--- config.mk ---
export PLATFORM = sky130hd
export DESIGN_NAME = ext_timer_bank
export DESIGN_NICKNAME = d
export VERILOG_FILES = /design/src/rtl/ext_tmr_pkg.sv /design/src/rtl/ext_tmr_tick_mux.sv /design/src/rtl/ext_tmr_cmp.sv /design/src/rtl/ext_timer_bank.sv
export SDC_FILE = /design/constraint.sdc
export NUM_CORES = 2
export LEC_CHECK = 0
export ABC_CLOCK_PERIOD_IN_PS = 7000
export BUFFER_PORTS_ARGS = -buffer_cell sky130_fd_sc_hd__buf_2
export CORE_MARGIN = 2
export CORE_UTILIZATION = 30
export CTS_BUF_LIST = sky130_fd_sc_hd__clkbuf_4
export DETAILED_ROUTE_END_ITERATION = 6
export MAX_ROUTING_LAYER = met4
export SETUP_SLACK_MARGIN = 0.5
export SYNTH_ARGS = -nofsm -noshare
export SYNTH_HDL_FRONTEND = slang
export SYNTH_HIERARCHICAL = 1
export SYNTH_SLANG_ARGS = --single-unit
--- constraint.sdc ---
create_clock -name clk_i -period 7 [get_ports clk_i]
set_input_delay 0 -clock clk_i [delete_from_list [all_inputs] [get_ports clk_i]]
set_output_delay 0 -clock clk_i [all_outputs]
set_load 0.01 [all_outputs]
--- src/rtl/ext_tmr_pkg.sv ---
package ext_tmr_pkg;
    localparam int unsigned NCH       = 8;   // channels in the bank
    localparam int unsigned CTL_W     = 10;  // widest control word
    localparam int unsigned NTICK     = 5;   // selectable tick inputs
    localparam int unsigned FIRST_CH  = 4;   // status bit of local channel 0
    localparam int unsigned WIDE_BASE = 4;   // first local index with a wide control word
    localparam int unsigned NARROW_W  = 8;

    // control bit positions
    localparam int unsigned CB_ZERO   = 3;
    localparam int unsigned CB_REPEAT = 6;
    localparam int unsigned CB_OWN    = 7;
    localparam int unsigned CB_HALT   = 8;
    localparam int unsigned CB_SNAP   = 9;

    // register offsets and region tags (addr[7:5])
    localparam logic [7:0] A_STAT  = 8'h14;
    localparam logic [7:0] A_ENA   = 8'h1C;
    localparam logic [7:0] A_SNAP  = 8'h20;
    localparam logic [2:0] RG_CNT  = 3'b010;
    localparam logic [2:0] RG_MAT  = 3'b100;
    localparam logic [2:0] RG_CTL  = 3'b110;

    // Which local channel's counter a channel counts on.
    function automatic logic [2:0] lead_of(input logic [2:0] n, input logic own);
        logic [2:0] r;
        r = n;
        if (!own) begin
            if (n < 3'd4)       r = 3'd0;
            else if (n == 3'd5) r = 3'd4;
            else if (n == 3'd7) r = 3'd6;
        end
        return r;
    endfunction
endpackage

--- src/rtl/ext_tmr_tick_mux.sv ---
module ext_tmr_tick_mux
    import ext_tmr_pkg::*;
(
    input  logic [2:0]       sel_i,
    input  logic             halt_i,
    input  logic [NTICK-1:0] tick_i,
    output logic             step_o
);
    always_comb begin
        step_o = 1'b0;
        if (!halt_i && sel_i != 3'd0 && sel_i <= 3'(NTICK)) begin
            step_o = tick_i[sel_i - 3'd1];
        end
    end
endmodule

--- src/rtl/ext_tmr_cmp.sv ---
module ext_tmr_cmp #(
    parameter int unsigned CNT_W = 32
) (
    input  logic             armed_i,
    input  logic             step_i,
    input  logic [CNT_W-1:0] cnt_i,
    input  logic [CNT_W-1:0] mat_i,
    output logic             hit_o
);
    logic [CNT_W-1:0] next_val;
    assign next_val = cnt_i + 1'b1;
    assign hit_o    = armed_i && step_i && (next_val == mat_i);
endmodule

--- src/rtl/ext_timer_bank.sv ---
module ext_timer_bank
    import ext_tmr_pkg::*;
#(
    parameter int unsigned CNT_W  = 32,
    parameter int unsigned DATA_W = 32,
    parameter int unsigned ADDR_W = 8
) (
    input  logic              clk_i,
    input  logic              rst_ni,
    input  logic              wr_en_i,
    input  logic              rd_en_i,
    input  logic [ADDR_W-1:0] addr_i,
    input  logic [DATA_W-1:0] wdata_i,
    input  logic [NTICK-1:0]  tick_i,
    output logic [DATA_W-1:0] rdata_o,
    output logic              irq_o
);
    localparam int unsigned IDX_W = $clog2(NCH);

    typedef struct {
        logic [CNT_W-1:0]  cnt [NCH];
        logic [CNT_W-1:0]  mat [NCH];
        logic [CTL_W-1:0]  ctl [NCH];
        logic [NCH-1:0]    armed;
        logic [NCH-1:0]    stat;
        logic [NCH-1:0]    ena;
        logic [CNT_W-1:0]  snap;
        logic [DATA_W-1:0] rdata;
    } state_t;

    state_t q, d;

    // ---------------- address decode ----------------
    logic [7:0]       a8;
    logic [IDX_W-1:0] slot;
    logic [NCH-1:0]   cnt_wr, mat_wr, ctl_wr, cnt_rd;
    logic             stat_wr, ena_wr;

    assign a8   = addr_i[7:0];
    assign slot = a8[4:2];

    always_comb begin
        cnt_wr = '0;
        mat_wr = '0;
        ctl_wr = '0;
        cnt_rd = '0;
        if (a8[7:5] == RG_CNT) begin
            cnt_wr[slot] = wr_en_i;
            cnt_rd[slot] = rd_en_i;
        end
        if (a8[7:5] == RG_MAT) mat_wr[slot] = wr_en_i;
        if (a8[7:5] == RG_CTL) ctl_wr[slot] = wr_en_i;
        stat_wr = wr_en_i && (a8 == A_STAT);
        ena_wr  = wr_en_i && (a8 == A_ENA);
    end

    // ---------------- per-channel tick and match ----------------
    logic [2:0]     lead [NCH];
    logic [NCH-1:0] own_src, step, hit;

    for (genvar g = 0; g < NCH; g++) begin : g_ch
        assign lead[g]    = lead_of(3'(g), q.ctl[g][CB_OWN]);
        assign own_src[g] = (lead[g] == 3'(g));

        // A follower's own counter never runs; bit 8 only survives in wide words.
        ext_tmr_tick_mux u_mux (
            .sel_i  (q.ctl[g][2:0]),
            .halt_i (!own_src[g] || q.ctl[g][CB_HALT]),
            .tick_i (tick_i),
            .step_o (step[g])
        );

        ext_tmr_cmp #(.CNT_W(CNT_W)) u_cmp (
            .armed_i (q.armed[g]),
            .step_i  (step[lead[g]]),
            .cnt_i   (q.cnt[lead[g]]),
            .mat_i   (q.mat[g]),
            .hit_o   (hit[g])
        );

        assert_hold_R2: assert property (@(posedge clk_i) disable iff (!rst_ni)
            (!step[g] && !cnt_wr[g]) |=> $stable(q.cnt[g]))
            else $error("counter moved without tick or write");

        assert_zero_R5: assert property (@(posedge clk_i) disable iff (!rst_ni)
            (hit[g] && step[g] && q.ctl[g][CB_ZERO] && !cnt_wr[g]) |=> (q.cnt[g] == '0))
            else $error("zero-on-match did not clear counter");

        assert_once_R6: assert property (@(posedge clk_i) disable iff (!rst_ni)
            (hit[g] && !q.ctl[g][CB_REPEAT] && !mat_wr[g] && !ctl_wr[g]) |=> !q.armed[g])
            else $error("one-shot channel still armed");

        assert_load_R11: assert property (@(posedge clk_i) disable iff (!rst_ni)
            cnt_wr[g] |=> (q.cnt[g] == $past(wdata_i[CNT_W-1:0])))
            else $error("counter write lost");
    end

    // ---------------- read mux ----------------
    logic [DATA_W-1:0] rd_val;

    always_comb begin
        rd_val = '0;
        unique case (a8[7:5])
            RG_CNT:  rd_val = DATA_W'(q.cnt[slot]);
            RG_MAT:  rd_val = DATA_W'(q.mat[slot]);
            RG_CTL:  rd_val = DATA_W'(q.ctl[slot]);
            default: begin
                if (a8 == A_STAT) rd_val = DATA_W'(q.stat) << FIRST_CH;
                if (a8 == A_ENA)  rd_val = DATA_W'(q.ena) << FIRST_CH;
                if (a8 == A_SNAP) rd_val = DATA_W'(q.snap);
            end
        endcase
    end

    // ---------------- next state ----------------
    logic [NCH-1:0] clr_mask;
    assign clr_mask = stat_wr ? wdata_i[FIRST_CH +: NCH] : '0;

    always_comb begin
        d = q;
        for (int i = 0; i < NCH; i++) begin
            if (step[i]) begin
                d.cnt[i] = (hit[i] && q.ctl[i][CB_ZERO]) ? '0 : q.cnt[i] + 1'b1;
            end
            if (hit[i] && !q.ctl[i][CB_REPEAT]) d.armed[i] = 1'b0;
            if (cnt_wr[i]) d.cnt[i] = wdata_i[CNT_W-1:0];
            if (mat_wr[i]) begin
                d.mat[i]   = wdata_i[CNT_W-1:0];
                d.armed[i] = 1'b1;
            end
            if (ctl_wr[i]) begin
                if (i < WIDE_BASE) d.ctl[i] = {{(CTL_W-NARROW_W){1'b0}}, wdata_i[NARROW_W-1:0]};
                else               d.ctl[i] = wdata_i[CTL_W-1:0];
                d.armed[i] = 1'b1;
            end
            // odd wide channels may freeze their even neighbour on a counter read
            if (i >= WIDE_BASE && (i % 2) == 1 && cnt_rd[i] && q.ctl[i][CB_SNAP]) begin
                d.snap = q.cnt[i-1];
            end
        end
        d.stat = (q.stat & ~clr_mask) | (hit & q.ena);
        if (ena_wr)  d.ena   = wdata_i[FIRST_CH +: NCH];
        if (rd_en_i) d.rdata = rd_val;
    end

    always_ff @(posedge clk_i or negedge rst_ni) begin
        if (!rst_ni) begin
            for (int i = 0; i < NCH; i++) begin
                q.cnt[i] <= '0;
                q.mat[i] <= '0;
                q.ctl[i] <= '0;
            end
            q.armed <= '0;
            q.stat  <= '0;
            q.ena   <= '0;
            q.snap  <= '0;
            q.rdata <= '0;
        end else begin
            q <= d;
        end
    end

    assign rdata_o = q.rdata;
    assign irq_o   = |q.stat;

    assert_snap_R8: assert property (@(posedge clk_i) disable iff (!rst_ni)
        !$stable(q.snap) |-> $past(rd_en_i))
        else $error("snapshot changed without a read");

    assert_irq_R10: assert property (@(posedge clk_i) disable iff (!rst_ni)
        $fell(irq_o) |-> $past(stat_wr))
        else $error("interrupt fell without a status clear");
endmodule

==> results.py <==
metrics = {
    "floorplanning": {
        "initial_utilization_pct": 30.2,
        "placementRows": 147,
        "die-height_um": 406,
        "core_um2": 160000,
        "die_w_um": 406,
        "dieArea_um2": 165000,
        "ioPinCount": 82,
    },
    "setup_path": {
        "r2r-end": "q[605]$_DFFE_PN0P_",
        "crit_arrival_ns": 6.88,
        "critPathMaxFanout": 22,
        "reg2regPathDepth": 13,
        "start_kind": "flop",
        "crit_type": "flop to flop",
        "slowest_stage": "nor4_1",
        "crit_path_start": "q[670]$_DFFE_PN0P_",
        "reg2reg_setup_slack_ns": 1.21,
        "max_stage_delay_ns": 0.76,
        "end_kind": "flop",
        "endpoint": "q[605]$_DFFE_PN0P_",
        "r2r_start": "q[670]$_DFFE_PN0P_",
        "worstPathCellList": "inv_1, o21ai_0, nand2_1, nor4_1, nand3_1, o41ai_1, nand4_1, nor4_2, and2_1, a21oi_1, nand2_1, o21ai_0, a221o_1",
        "required_ns": 8.09,
    },
    "yosys": {
        "yosys-top-cells-count": "dfrtp_1, mux2_2, nand2_1",
        "avgSynthCellArea_um2": 9.71,
        "yosys.area.top_type_share_pct": 34.8,
        "ys.flop_type": "dfrtp_1",
        "synthArstFlopShare_pct": 100,
        "seq_area_frac_synth_pct": 34.8,
        "netlist_area_um2": 48400,
        "synth_nets": 5073,
        "ys_warn_count": 6,
        "synth_area_leaders": "dfrtp_1, mux2_2, mux4_2, xnor2_1, nand2_1",
        "syn_inst": 4984,
        "synth_edf_count": 0,
        "synth_most_common_cell": "dfrtp_1",
        "yosysTopAreaCell": "dfrtp_1",
        "synth.distinct_cells": 99,
        "synth.ff_latch_count": 672,
    },
    "placement": {
        "dpl.cell_count": 6951,
        "gp_congestion": 1.03,
        "io_buffer_count": 81,
        "dp_hpwl_mm": 149,
    },
    "finish": {
        "drive_gt1_share_pct": 23.5,
        "fin_nets": 5185,
        "syn_to_final_growth_pct": 12.3,
        "fin_cells": 7409,
        "multiInputGateArea_um2": 29700,
        "regArea_um2": 16800,
        "n_fill_cell": 16600,
    },
    "sta": {
        "tns_ns": 0,
        "finalMaxSlewViolations": 0,
        "hold_viol": 0,
        "fin_crit_ns": 5.79,
        "max-slew-margin-rel_pct": 10.2,
        "grt_setup_unrepaired": "false",
        "finalSetupViolCount": 0,
        "timing.fmax_mhz": 173,
        "finalCritPeriodShare_pct": 82.7,
        "worstMarginPinSlew_ns": 1.33,
        "clock_skew_ns": 0.136,
    },
    "route": {
        "drt_iter0_drc": 6524,
        "via_count": 45300,
        "vias_per_cell": 6.11,
        "wl_per_cell_um": 28.6,
        "ant_nets": 0,
        "drt_wl_total_mm": 212,
        "drc": 1,
        "firstDrtPassIters": 7,
    },
    "global_routing": {
        "grt_pass1_wl_mm": 303,
        "track_usage_pct": 26.0,
        "antenna_found_initial": 16,
        "overflow": 0,
        "grt_pass1_vias": 42700,
        "grt_busiest_layer": "met2",
        "met1_usage_pct": 34.7,
        "grt_max_degree": 160,
        "met2_usage_pct": 36.5,
        "use_met3_pct": 6.88,
    },
    "job": {
        "cap_violations": 0,
    },
    "power": {
        "p_per_area_nw_per_um2": 246,
        "p_leak_nw": 21.5,
        "ir_drop_v": 0.000123,
    },
    "clock_tree": {
        "cts_tree": "built",
        "htreeDepth": 4,
        "postCtsSetupRepairBufs": 0,
        "worstSkewPairLatency_ns": 1.27,
        "cts_resized": 0,
        "cts_num_sinks": 672,
        "clock_path_buffers": 3,
        "cts_buffers": 182,
        "root_buffer": "clkbuf_4",
        "path_clk_slew_ns": 0.06,
    },
    "outcome": {
        "violations": "design-rule violations",
        "status": "complete, but fails checks",
    },
    "worst_hold_path": {
        "hp-class": "input pin to flop",
    },
}
routing by layer:
layer / vias up / wire (um)
met4: 0 / 10600
met2: 3061 / 89400
met3: 562 / 27200
met1: 22800 / 84600
met5: - / 0
li1: 18900 / -
metrics by stage:
step	total power, mW	setup slack (ns)	area (um2)	hold WS [ns]	util (%)
6_report	13.4	1.21	54400	0.139	33.9
5_1_grt	13.9	0.840	54300	0.0844	33.9
4_1_cts	13.3	1.33	54300	0.0276	33.9
3_5_place_dp	9.33	1.35	50700	0.0855	31.6
3_3_place_gp	9.27	1.50	50700	0.0854	31.6
2_1_floorplan	7.76	2.83	48400	-0.296	-
cell type report:
cell class	count	area share, %
Inverter	78	0.539
Clock buffer	273	3.77
Multi-Input combinational cell	3877	54.7
Antenna cell	15	0.0691
Clock inverter	49	0.658
Timing Repair Buffer	285	4.38
Sequential cell	672	30.9
Tap cell	2160	4.97
logic make-up after synthesis:
| group | count (synthesis) | share of synthesized area [%] |
|---|---|---|
| multiplexers | 739 | 20.5 |
| AO/OA/AOI/OAI | 862 | 11.6 |
| flip-flops | 672 | 34.8 |
| buffers and inverters | 435 | 3.95 |
| other | 1 | 0.00775 |
| XOR/XNOR | 451 | 8.16 |
| AND/OR/NAND/NOR | 1784 | 20.0 |
| adder cells (fa/ha/maj) | 40 | 1.03 |
critical path, delay by kind of cell, from the launching register on:
| family | cells | cell delay, ns |
|---|---|---|
| simple gates | 7 | 2.89 |
| compound gates | 5 | 1.96 |
| flops | 1 | 0.57 |
| buf+inv | 1 | 0.24 |
sequential cells by signal, indices dropped and copies added (netlist names):
signal   count
q          640
rdata_o     32
report_power, final:
group	switching [mW]	internal [mW]	leakage (nW)	total [mW]
logic	2.17	1.72	11.3	3.89
clock network	1.88	1.96	1.42	3.84
registers	1.25	4.40	8.78	5.65
cell usage in the layout (no fill, tap or decap), types with 85 or more instances in the layout:
| master | synthesis | final |
|---|---|---|
| nor4_1 | 85 | 85 |
| nor3_1 | 118 | 116 |
| nor2_1 | 282 | 275 |
| mux2_2 | 492 | 492 |
| nand3_1 | 260 | 260 |
| mux4_2 | 153 | 153 |
| xor2_1 | 166 | 166 |
| nand4_1 | 155 | 155 |
| dfrtp_1 | 672 | 672 |
| a21oi_1 | 139 | 139 |
| nand2_1 | 489 | 487 |
| o21ai_0 | 264 | 264 |
| dlygate4sd3_1 | 0 | 118 |
| clkbuf_4 | 0 | 273 |
| mux2i_1 | 94 | 94 |
| a22oi_1 | 86 | 86 |
| xnor2_1 | 285 | 285 |
worst min path at each step:
| stage | start | end | slack (ns) | cells past startpoint |
|---|---|---|---|---|
| 2_1_floorplan | rst_ni | q[100]$_DFFE_PN0P_ | -0.30 | 0 |
| 5_1_grt | addr_i[4] | rdata_o[7]$_DFFE_PN0P_ | 0.08 | 5 |
| 3_5_place_dp | rst_ni | q[522]$_DFFE_PN0P_ | 0.09 | 1 |
| 3_3_place_gp | rst_ni | q[524]$_DFFE_PN0P_ | 0.09 | 1 |
| 4_1_cts | addr_i[4] | rdata_o[5]$_DFFE_PN0P_ | 0.03 | 5 |
| 6_report | addr_i[4] | rdata_o[11]$_DFFE_PN0P_ | 0.14 | 6 |
timing repair:
action,in CTS,in global routing
endpoints found under the setup margin,0,0
hold buffers,121,0
hold endpoints to repair,1280,0
No activity file was read; power rests on OpenSTA's default activity.
